`config.mk`:
```
export PLATFORM = sky130hd
export DESIGN_NAME = adbus_cycle_ctrl
export DESIGN_NICKNAME = d
export VERILOG_FILES = /design/src/rtl/adbus_pkg.sv /design/src/rtl/adbus_pc.sv /design/src/rtl/adbus_seq.sv /design/src/rtl/adbus_capture.sv /design/src/rtl/adbus_cycle_ctrl.sv
export SDC_FILE = /design/constraint.sdc
export NUM_CORES = 1
export LEC_CHECK = 0
export ABC_AREA = 1
export BUFFER_PORTS_ARGS = -buffer_cell sky130_fd_sc_hd__buf_2
export CAP_MARGIN = 5
export CORE_MARGIN = 1.5
export CORE_UTILIZATION = 45
export CTS_CLUSTER_SIZE = 10
export DETAILED_ROUTE_END_ITERATION = 8
export HOLD_SLACK_MARGIN = 0.02
export PLACE_DENSITY = 0.7
export REMOVE_ABC_BUFFERS = 1
export SYNTH_ARGS = -nofsm -noshare
export SYNTH_HDL_FRONTEND = slang
export SYNTH_SLANG_ARGS = --single-unit
```
`constraint.sdc`:
```
create_clock -name clk -period 4.3 [get_ports clk]
set_clock_uncertainty 0.2 [all_clocks]
set_input_delay 0.86 -clock clk [delete_from_list [all_inputs] [get_ports clk]]
set_output_delay 0.86 -clock clk [all_outputs]
set_load 0.005 [all_outputs]
```
`src/rtl/adbus_pkg.sv`:
```
package adbus_pkg;
  typedef enum logic [2:0] {
    ST_IDLE = 3'd0,
    ST_T1   = 3'd1,
    ST_T2   = 3'd2,
    ST_T3   = 3'd3,
    ST_T4   = 3'd4
  } tstate_e;
endpackage

```
`src/rtl/adbus_pc.sv`:
```
module adbus_pc #(
  parameter int          AW       = 16,
  parameter logic [15:0] RESET_PC = 16'h0000
) (
  input  logic          clk,
  input  logic          rst_n,
  input  logic          inc,
  output logic [AW-1:0] pc
);
  always_ff @(posedge clk or negedge rst_n) begin
    if (!rst_n) pc <= AW'(RESET_PC);
    else if (inc) pc <= pc + AW'(1);
  end


  pc_step_chk: assert property (@(posedge clk) disable iff (!rst_n)
    inc |=> pc == $past(pc) + AW'(1));

  pc_hold_chk: assert property (@(posedge clk) disable iff (!rst_n)
    !inc |=> $stable(pc));
endmodule

```
`src/rtl/adbus_seq.sv`:
```
module adbus_seq
  import adbus_pkg::*;
#(
  parameter int AW = 16
) (
  input  logic          clk,
  input  logic          rst_n,
  input  logic          req_valid,
  input  logic          req_fetch,
  input  logic [AW-1:0] req_addr,
  input  logic [AW-1:0] pc,
  output logic          req_ready,
  output logic [AW-1:0] cyc_addr,
  output logic          addr_stb,
  output logic          rd_n,
  output logic          mx_oe,
  output logic          cap_en,
  output logic          done_en,
  output logic          pc_inc
);
  tstate_e state;
  logic    is_fetch;

  always_ff @(posedge clk or negedge rst_n) begin
    if (!rst_n) begin
      state    <= ST_IDLE;
      is_fetch <= 1'b0;
      cyc_addr <= '0;
    end else begin
      case (state)
        ST_IDLE: if (req_valid) begin
          state    <= ST_T1;
          is_fetch <= req_fetch;
          cyc_addr <= req_fetch ? pc : req_addr;
        end
        ST_T1:   state <= ST_T2;
        ST_T2:   state <= ST_T3;
        ST_T3:   state <= is_fetch ? ST_T4 : ST_IDLE;
        default: state <= ST_IDLE;
      endcase
    end
  end

  always_comb begin
    req_ready = (state == ST_IDLE);
    addr_stb  = (state == ST_T1);
    mx_oe     = (state == ST_T1);
    rd_n      = !((state == ST_T2) || (state == ST_T3));
    cap_en    = (state == ST_T3);
    done_en   = ((state == ST_T3) && !is_fetch) || (state == ST_T4);
    pc_inc    = (state == ST_T4);
  end


  accept_t1_chk: assert property (@(posedge clk) disable iff (!rst_n)
    (req_valid && req_ready) |=> addr_stb);

  stb_then_read_chk: assert property (@(posedge clk) disable iff (!rst_n)
    addr_stb |=> (!addr_stb && !rd_n));

  addr_hold_chk: assert property (@(posedge clk) disable iff (!rst_n)
    !rd_n |-> $stable(cyc_addr));
endmodule

```
`src/rtl/adbus_capture.sv`:
```
module adbus_capture #(
  parameter int DW = 8
) (
  input  logic          clk,
  input  logic          rst_n,
  input  logic          cap_en,
  input  logic          done_en,
  input  logic [DW-1:0] mx_in,
  output logic          rsp_valid,
  output logic [DW-1:0] rsp_data
);
  always_ff @(posedge clk or negedge rst_n) begin
    if (!rst_n) begin
      rsp_valid <= 1'b0;
      rsp_data  <= '0;
    end else begin
      rsp_valid <= done_en;
      if (cap_en) rsp_data <= mx_in;
    end
  end


  rsp_pulse_chk: assert property (@(posedge clk) disable iff (!rst_n)
    rsp_valid |=> !rsp_valid);

  rsp_stable_chk: assert property (@(posedge clk) disable iff (!rst_n)
    (rsp_valid && !$past(cap_en)) |-> $stable(rsp_data));
endmodule

```
`src/rtl/adbus_cycle_ctrl.sv`:
```
module adbus_cycle_ctrl #(
  parameter int          AW       = 16,
  parameter int          DW       = 8,
  parameter logic [15:0] RESET_PC = 16'h0000
) (
  input  logic             clk,
  input  logic             rst_n,
  input  logic             req_valid,
  output logic             req_ready,
  input  logic             req_fetch,
  input  logic [AW-1:0]    req_addr,
  output logic [AW-DW-1:0] addr_hi,
  output logic [DW-1:0]    mx_out,
  output logic             mx_oe,
  input  logic [DW-1:0]    mx_in,
  output logic             addr_stb,
  output logic             rd_n,
  output logic             rsp_valid,
  output logic [DW-1:0]    rsp_data
);
  localparam int HW = AW - DW;

  logic [AW-1:0] pc;
  logic [AW-1:0] cyc_addr;
  logic          cap_en;
  logic          done_en;
  logic          pc_inc;

  adbus_pc #(.AW(AW), .RESET_PC(RESET_PC)) pc_i (
    .clk(clk), .rst_n(rst_n), .inc(pc_inc), .pc(pc)
  );

  adbus_seq #(.AW(AW)) seq_i (
    .clk(clk), .rst_n(rst_n), .req_valid(req_valid), .req_fetch(req_fetch),
    .req_addr(req_addr), .pc(pc), .req_ready(req_ready), .cyc_addr(cyc_addr),
    .addr_stb(addr_stb), .rd_n(rd_n), .mx_oe(mx_oe), .cap_en(cap_en),
    .done_en(done_en), .pc_inc(pc_inc)
  );

  adbus_capture #(.DW(DW)) cap_i (
    .clk(clk), .rst_n(rst_n), .cap_en(cap_en), .done_en(done_en),
    .mx_in(mx_in), .rsp_valid(rsp_valid), .rsp_data(rsp_data)
  );

  assign addr_hi = cyc_addr[AW-1:DW];
  assign mx_out  = cyc_addr[DW-1:0];


  no_contention_chk: assert property (@(posedge clk) disable iff (!rst_n)
    !rd_n |-> !mx_oe);

  stb_drive_chk: assert property (@(posedge clk) disable iff (!rst_n)
    addr_stb |-> (mx_oe && rd_n));

  done_ready_chk: assert property (@(posedge clk) disable iff (!rst_n)
    rsp_valid |-> req_ready);

  initial begin
    assert (HW > 0) else $error("address must be wider than data");
  end
endmodule

```
# After elaboration in Yosys (flattened, before gate mapping)

Cells that the tools add are included.

Equal/unequal tests: 5
Reduce and logical (&&, ||, !) cells: 7
Add/subtract/negate cells: 1
Multiplexer cells: 4

Operators with widths:

| cell                  | number |
|---|---|
| $add 16x1->16 const B | 1 |
| $mux 16               | 1 |
| $pmux 3 s4            | 1 |
| $eq 3x2->1 const B    | 2 |
| $mux 3                | 2 |
| $eq 3x1->1 const B    | 1 |
| $eq 3x3->1 const B    | 1 |
| $logic_not 3->1       | 1 |
| $logic_not 1->1       | 2 |
| $logic_or 1x1->1      | 2 |
| $ne 2x2->1 const B    | 1 |
| $reduce_and 2->1      | 1 |
| $logic_and 1x1->1     | 1 |

Output and inout bits: 29
Register bits: 45
Word-level logic and storage cells: 23

# Depth between registers and ports, before layout

Gate-level depths: netlist (run 1).

Depth after elaboration: 3
Mapped depth: 8
Mapped depth without buffers: 8

# Modules after synthesis

From an unflattened synthesis (run 1), not the netlist that was laid out.

Cells, all modules: 280
Area total of the unflattened synthesis: 2202.1 µm²

By module, submodules not included:

| module        | seq. area each (µm²) | cells each | area each (µm²) | times used |
|---|---|---|---|---|
| adbus_seq     | 500.5                | 148        | 1058.5          | 1 |
| adbus_pc      | 400.4                | 97         | 813.3           | 1 |
| adbus_capture | 225.2                | 35         | 330.3           | 1 |

# Worst setup path after synthesis (run 1)

OpenSTA, ideal clock, no wires.

Path kind: flip-flop to output port
Start point: reg seq_i.state[1]
End point: out rd_n
Cell stages (with the launch flop): 7
Setup slack: 2.322 ns
Data arrival time: 0.918 ns
Cells stage by stage: dfrtp_1 nand2_2 inv_2 nand2_2 buf_6 o21ai_0 inv_1

Word-level cells in the longest chain between the ends: 3

Ends and longest elaborated chain:

| what                     | RTL line               | text |
|---|---|---|
| start: declaration       | adbus_seq.sv:21        | `tstate_e state;` |
| start signal: assignment | adbus_seq.sv:38        | `ST_T3: state <= is_fetch ? ST_T4 : ST_IDLE;` |
| $eq 3x2->1               | adbus_seq.sv:48        | `rd_n = !((state == ST_T2) \|\| (state == ST_T3));` |
| $logic_or 1x1->1 *       | adbus_seq.sv:48        |  |
| $logic_not 1->1 *        | adbus_seq.sv:48        |  |
| end: declaration         | adbus_cycle_ctrl.sv:17 | `output logic rd_n,` |

Mark *: on every way between the ends. The rest lies on a longest branch, timed or not.

# Worst setup path in the final report (run 1)

Same ends and word-level chain as after synthesis.

==> key figures, run 1 <==
Power
  • Clock power frac: 21.6%
  • Sequential Power Share: 44.4%
  • PD cells: 559.7 nW/um2
  • Int Pwr: 0.9745 mW
  • Lkg Pwr: 1.428 nW
  • Combinational Power Share: 34.0%
  • P_sw: 0.4701 mW
  • Peak VDD IR: 0.0002902 V
  • Net Sw Frac: 32.54%

Yosys
  • Largest area contributor in the netlist: dfrtp_1
  • Post-synth top cells: 76 x nand2_1, 45 x dfrtp_1, 24 x inv_1
  • Prevailing post-synth register cell: dfrtp_1
  • Ranking of synthesized cells by area: dfrtp_1 52%, nand2_1 13%, o211ai_1 5.9%, mux2_4 4.8%, inv_1 4.1%
  • EDFF count, synth: 0
  • Gate Count Post-Synth: 241
  • Yosys reg bits: 45
  • Yosys top cell area share: 51.72%
  • Mapped Avg Cell Area: 9.034 um2
  • Synth async-reset ratio: 100.0%
  • Post-synthesis cell type count: 27
  • Sequential area share after synthesis: 51.72%
  • Warnings from Yosys: 0
  • Netlist area before placement: 2177 um2
  • Most numerous cell in the Yosys netlist: nand2_1

Setup path
  • Arr. time, crit path: 1.46 ns
  • Crit start category: flip-flop
  • Setup CP Type: flip-flop to primary output
  • Setup crit end kind: primary output
  • Max Fanout on Critical Path: 11
  • CP required: 3.24 ns

CTS
  • CTS tree: built
  • Post CTS Setup Buffer Count: 0
  • Worst skew pair latency: 0.30 ns
  • Root buf cell: clkbuf_8
  • Worst-case clock buffer depth: 2
  • CTS H-tree depth: 2
  • Post-CTS sizing: 0
  • Clock Sink Count: 45
  • Post-CTS Hold Fix Bufs: 0
  • Number of CTS-inserted buffers: 5
  • Clock-pin slew on the worst setup and hold paths: 0.08 ns

Detailed routing
  • DR vias/cell: 4.846
  • Detail Route Antenna Nets: 0
  • Routed WL: 4.338 mm
  • Vias: 1,701
  • Initial drt markers: 97
  • Per-cell routed wire length: 12.36 um
  • Drt drc: 0
  • Drt first pass iters: 4

GRT
  • Vias in the first global route: 1,609
  • Largest net degree at the start of global routing: 46
  • Gr ovfl total: 0
  • Global-route wire length before repair: 7.334 mm
  • Tot GR Track Use: 18.17%
  • Initial antenna violation count: 0

Floorplanning
  • Row cnt: 25
  • Die Y: 72.56 um
  • Die ar.: 5264 um2
  • Initial Utilization: 46.40%
  • Die width: 72.56 um
  • Core area: 4692 um2
  • # IOs: 57

STA
  • Normalized max-slew margin: 35.84%
  • Worst-Margin Slew: 0.9624 ns
  • Fin crit share: 58.57%
  • Setup TNS: 0 ns
  • Unrepaired setup endpoints after global routing: no
  • Slew Limit Fails: 0
  • Min Clock Period, post-route: 2.518 ns
  • Final hold violations: 0
  • Top achievable clock speed: 397.1 MHz
  • Final setup viols: 0

Cells and area
  • Area Growth Syn to Fin: 18.56%
  • Non-filler instance count after layout: 351
  • Final nets: 326
  • Layout cell share with drive strength beyond 1: 30.64%
  • Fillcell total: 430
  • Design Area, Final: 2581 um2
  • N_diodes: 0

Placed design
  • Post-DP Area: 2477 um2
  • Cell count after placement: 344
  • GPL Wtd Cong: 0.8713
  • IO Port Bufs: 56
  • DP HPWL: 3.155 mm

Outcome
  • Status: complete, no violations

Flow run
  • Max Cap Violations: 0

Min path
  • Hold Path Class: flip-flop to flip-flop
state kept, by name (all words and copies together), names as in the netlist:
| name | flops |
|---|---|
| pc_i.pc | 16 |
| seq_i.cyc_addr | 16 |
| cap_i.rsp_data | 8 |
| seq_i.state | 3 |
| cap_i.rsp_valid | 1 |
| seq_i.is_fetch | 1 |
metal layers:
metal | part of all wire, % | global-route usage, % | vias up
met5 | 0 | 0 | -
met4 | 1.4 | 6.709 | 0
met3 | 3.2 | 4.167 | 5
met2 | 47 | 29.26 | 29
met1 | 48 | 23.97 | 788
li1 | - | - | 879
critical path: stages (launching register included):
cell and delay (ns):
dfrtp_1 0.47, nand2_2 0.11, inv_2 0.04, nand2_2 0.24, o21ai_0 0.14, inv_1 0.07, buf_2 0.10
logic make-up after synthesis:
logic type	count (synthesis)	synth area share, %
xor gates and xnor gates	7	2.816
muxes	8	5.345
DFF	45	51.72
adders and majority gates	1	0.5746
AOI/OAI and AO/OA	21	6.782
buffers and inverters	34	6.955
and+or+nand+nor	125	25.80
power groups by stage:
| stage | logic, mW | registers [mW] | clock network, mW |
|---|---|---|---|
| finish | 0.492 | 0.641 | 0.312 |
| global route | 0.552 | 0.659 | 0.333 |
| detailed placement | 0.500 | 0.647 | 0 |
| global placement | 0.489 | 0.643 | 0 |
| CTS | 0.502 | 0.641 | 0.320 |
| floorplan | 0.286 | 0.655 | 0 |
worst paths after layout:
kind,from,end,slack [ns],cells after the start
min in group asynchronous,rst_n,cap_i.rsp_data[3],0.52,1
max in group asynchronous,rst_n,cap_i.rsp_valid,2.79,1
worst min-delay path,pc_i.pc[15],pc_i.pc[15],0.28,2
worst max-delay path,seq_i.state[1],rd_n,1.78,6
worst max register to register,seq_i.state[1],pc_i.pc[15],2.68,8
worst min register to register,pc_i.pc[15],pc_i.pc[15],0.28,2
metrics by stage:
| stage | utilization [%] | hold WS [ns] | setup WS [ns] | power (mW) |
|---|---|---|---|---|
| 2_1_floorplan | - | 0.2412 | 2.280 | 0.9411 |
| 3_3_place_gp | 52.80 | 0.2553 | 2.105 | 1.132 |
| 3_5_place_dp | 52.80 | 0.2595 | 2.075 | 1.148 |
| 4_1_cts | 55.01 | 0.2802 | 1.766 | 1.463 |
| 5_1_grt | 55.01 | 0.2940 | 1.665 | 1.544 |
| 6_report | 55.01 | 0.2784 | 1.782 | 1.445 |
layout by cell type (no fill, tap or decap), types with 5 or more instances in the layout:
| cell type | instances |
|---|---|
| buf_2 | 56 |
| clkbuf_8 | 5 |
| dfrtp_1 | 45 |
| inv_1 | 24 |
| mux2_4 | 7 |
| nand2_1 | 76 |
| nand3_1 | 6 |
| nand4_1 | 6 |
| nor2_1 | 15 |
| o211ai_1 | 17 |
| or2_2 | 7 |
| xor2_1 | 6 |
layout make-up:
class	count	area, um2	share of cell area [%]
sequential	45	1126	43.63
multi-input combinational	162	899.6	34.85
clock inverter	2	35.03	1.357
inverter	27	103.9	4.023
clock buffer	5	68.82	2.666
timing repair buffer	56	280.3	10.86
tap	54	67.56	2.618
Power figures use the tool's default switching activity.
==> inputs of run 2 (changes only) <==
--- a/config.mk
+++ b/config.mk
@@ -5,7 +5,7 @@
 export SDC_FILE = /design/constraint.sdc
 export NUM_CORES = 1
 export LEC_CHECK = 0
-export ABC_AREA = 1
+export ABC_AREA = 0
 export BUFFER_PORTS_ARGS = -buffer_cell sky130_fd_sc_hd__buf_2
 export CAP_MARGIN = 5
 export CORE_MARGIN = 1.5
@@ -13,7 +13,7 @@
 export CTS_CLUSTER_SIZE = 10
 export DETAILED_ROUTE_END_ITERATION = 8
 export HOLD_SLACK_MARGIN = 0.02
-export PLACE_DENSITY = 0.7
+export PLACE_DENSITY = 0.73
 export REMOVE_ABC_BUFFERS = 1
 export SYNTH_ARGS = -nofsm -noshare
 export SYNTH_HDL_FRONTEND = slang
==> constraint.sdc (replaced) <==
create_clock -name clk -period 2.3 [get_ports clk]
set_clock_uncertainty 0.2 [all_clocks]
set_input_delay 0.46 -clock clk [delete_from_list [all_inputs] [get_ports clk]]
set_output_delay 0.46 -clock clk [all_outputs]
set_load 0.005 [all_outputs]
==> run 2 against run 1 <==
Net effect: highest routed layer unchanged; register-to-register slack worse by 2.4 ns; via count is 16% lower; count of clock-buffer cells in the layout stayed put; sequential power is 98% higher.
==> key figures, run 2 <==
Yosys
  • Yosys top cell area share: 56.57% (+4.8 points)
  • Most numerous cell in the Yosys netlist: dfrtp_1
  • EDFF count, synth: 0 (unchanged)
  • Sequential area share after synthesis: 56.57% (+4.8 points)
  • Yosys reg bits: 45 (unchanged)
  • Post-synthesis cell type count: 28 (+3.7%)
  • Gate Count Post-Synth: 171 (-29%)
  • Post-synth top cells: 45 x dfrtp_1, 21 x nor2_1, 16 x a21oi_1, 16 x mux2i_1, 12 x xnor2_1
  • Warnings from Yosys: 0 (unchanged)
  • Ranking of synthesized cells by area: dfrtp_1 57%, mux2i_1 8.0%, xnor2_1 5.3%, mux2_2 4.5%, a21oi_1 4.0%
  • Prevailing post-synth register cell: dfrtp_1
  • Netlist area before placement: 1991 um2 (-8.6%)
  • Largest area contributor in the netlist: dfrtp_1
  • Synth async-reset ratio: 100.0% (unchanged)
  • Mapped Avg Cell Area: 11.64 um2 (+29%)

Setup path
  • Arr. time, crit path: 2.00 ns (+0.54 ns)
  • FF-to-FF setup slack: 0.28 ns (-2.40 ns)
  • CP max stage delay: 0.56 ns (+0.09 ns)
  • Crit start category: flip-flop
  • R2r startpoint: seq_i.state[0]
  • R2r worst-path depth: 4 (-4)
  • Cell Chain, Critical Path: or3b_1, nor4_4, nand3_1, xnor2_1
  • CP required: 2.29 ns (-0.95 ns)
  • Setup crit end kind: flip-flop
  • Critical R2R Capture: pc_i.pc[15]
  • Max Fanout on Critical Path: 7 (-4)
  • Critical path's slowest cell: or3b_1
  • Setup CP Type: flip-flop to flip-flop

Floorplanning
  • # IOs: 57 (unchanged)
  • Core area: 4294 um2 (-8.5%)
  • Die width: 69.51 um (-4.2%)
  • Initial Utilization: 46.36% (about the same)
  • Die ar.: 4832 um2 (-8.2%)
  • Die Y: 69.51 um (-4.2%)
  • Row cnt: 24 (-4.0%)

Placed design
  • GPL Wtd Cong: 0.7365 (-15%)
  • DP HPWL: 2.531 mm (-20%)
  • IO Port Bufs: 56 (unchanged)

STA
  • Fin crit share: 87.68%
  • Top achievable clock speed: 495.9 MHz
  • Min Clock Period, post-route: 2.017 ns
  • Worst-Margin Slew: 0.4915 ns (-0.4709 ns)
  • Final hold violations: 0 (unchanged)
  • Normalized max-slew margin: 67.23% (+31 points)
  • Slew Limit Fails: 0 (unchanged)
  • Final setup viols: 0 (unchanged)
  • Hold_ws: 0.1929 ns (-0.08546 ns)
  • Unrepaired setup endpoints after global routing: no
  • Setup TNS: 0 ns (unchanged)

GRT
  • Global-route wire length before repair: 6.292 mm (-14%)
  • Largest net degree at the start of global routing: 46 (unchanged)
  • Tot GR Track Use: 16.31% (-1.9 points)
  • Initial antenna violation count: 0 (unchanged)
  • Vias in the first global route: 1,471 (-8.6%)
  • Gr ovfl total: 0 (unchanged)

Power
  • PD cells: 1068 nW/um2 (+91%)
  • Peak VDD IR: 0.0005621 V (+94%)
  • Total chip power: 2.554 mW (+77%)
  • Lkg Pwr: 1.192 nW (-16%)

Flow run
  • Max Cap Violations: 0 (unchanged)

Cells and area
  • Area Growth Syn to Fin: 20.11%
  • Layout cell share with drive strength beyond 1: 34.07% (+3.4 points)
  • Multi-input logic area: 800.8 um2 (-11%)
  • Most common cell after layout, fill and taps aside: buf_2
  • Final nets: 256 (-21%)
  • Most frequent cells in the layout: 56 x buf_2, 45 x dfrtp_1, 21 x nor2_1, 16 x mux2i_1, 16 x a21oi_1
  • N_diodes: 0 (unchanged)
  • FF+latch area: 1126 um2 (unchanged)
  • Regs by FF count: pc_i.pc (16), seq_i.cyc_addr (16), cap_i.rsp_data (8)
  • Fillcell total: 375 (-13%)

CTS
  • CTS tree: built
  • Number of CTS-inserted buffers: 5 (unchanged)
  • Clock-pin slew on the worst setup and hold paths: 0.07 ns (about the same)
  • Post CTS Setup Buffer Count: 0 (unchanged)
  • Root buf cell: clkbuf_8
  • Worst skew pair latency: 0.30 ns (about the same)
  • Worst-case clock buffer depth: 2 (unchanged)
  • CTS H-tree depth: 2 (unchanged)
  • Post-CTS sizing: 0 (unchanged)
  • Clock Sink Count: 45 (unchanged)

Detailed routing
  • Routed WL: 3.551 mm (-18%)
  • Detail Route Antenna Nets: 0 (unchanged)
  • Initial drt markers: 30 (-69%)
  • Per-cell routed wire length: 12.77 um (+3.4%)
  • DR vias/cell: 5.162 (+6.5%)
  • Vias: 1,435 (-16%)
  • Drt drc: 0 (unchanged)
  • Drt first pass iters: 4 (unchanged)

Outcome
  • Status: complete, no violations

Min path
  • Hold Path Stages: 2 (unchanged)
  • Hold endpoint: cap_i.rsp_data[5]
  • Hold Path Class: primary input to flip-flop
  • Worst Hold Launch: mx_in[5]
## run 2: cell count changes in the layout (fill, tap and decap cells not counted), sizes merged, moves of 3 or more
cell    change
nand2      -75
inv        -25
o211ai     -17
a21oi      +16
mux2i      +16
xnor2      +11
or2         -7
nand3       +4
and3        +3
nand4       -3
nor2        +3
nor3        -3
## run 2: metal layers
layer | up-vias | routed length [um] | global-route usage [%]
met1 | 678 | 1600 | 19.73
li1 | 700 | - | -
met5 | - | 0 | 0
met2 | 47 | 1624 | 27.24
met3 | 10 | 233 | 4.506
met4 | 0 | 93 | 7.190
## run 2: how the worst max path moves through the flow
stage / startpoint / endpoint / slack, ns / cells after the start
after floorplan: seq_i.state[0] / pc_i.pc[13] / 0.42 / 4
after global routing: seq_i.state[0] / pc_i.pc[15] / 0.15 / 4
after detailed placement: seq_i.state[0] / pc_i.pc[15] / 0.28 / 4
final: seq_i.state[0] / pc_i.pc[15] / 0.28 / 4
after CTS: seq_i.state[0] / pc_i.pc[15] / 0.26 / 4
after global placement: seq_i.state[0] / pc_i.pc[15] / 0.36 / 4
## run 2: metrics by stage
stage                     worst slack (ns)  utilization, %  std cells  area [um2]
after floorplan                     0.4198               -        161        1934
after global placement              0.3586           53.73        271        2307
after detailed placement            0.2777           53.73        271        2307
after CTS                           0.2603           55.68        278        2391
after global routing                0.1490           55.68        278        2391
final                               0.2835           55.68        278        2391
## run 2: timing repair
action,in CTS,in global routing
endpoints found under the setup margin,0,0
hold endpoints to repair,45,0
hold buffers,1,0
## run 2: cell families after synthesis
group                    Yosys count  share of synthesized area [%]
buffers and inverters             12                          3.205
AO/OA/AOI/OAI                     18                          4.526
flip-flops                        45                          56.57
XOR/XNOR                          16                          7.039
AND/OR/NAND/NOR                   55                          15.46
multiplexers                      24                          12.57
adder cells (fa/ha/maj)            1                         0.6284
## run 2: cell type report
| class | instances | share of cell area [%] |
|---|---|---|
| timing repair buffer | 59 | 13.29 |
| multi-input combinational | 114 | 33.49 |
| tap | 52 | 2.721 |
| clock inverter | 1 | 0.2093 |
| inverter | 2 | 0.3140 |
| clock buffer | 5 | 2.878 |
| sequential | 45 | 47.10 |
## run 2: report_power, final
group          total [mW]  internal (mW)  switching, mW
sequential           1.27           1.08          0.190
clock               0.444          0.200          0.244
combinational       0.845          0.451          0.394
total                2.55           1.73          0.828
## run 2: worst max-delay path: cells and delay by family, from the launching register on
kind	cells	cell delay, ns
xor+xnor	1	0.14
flops	1	0.46
simple gates	3	1.12
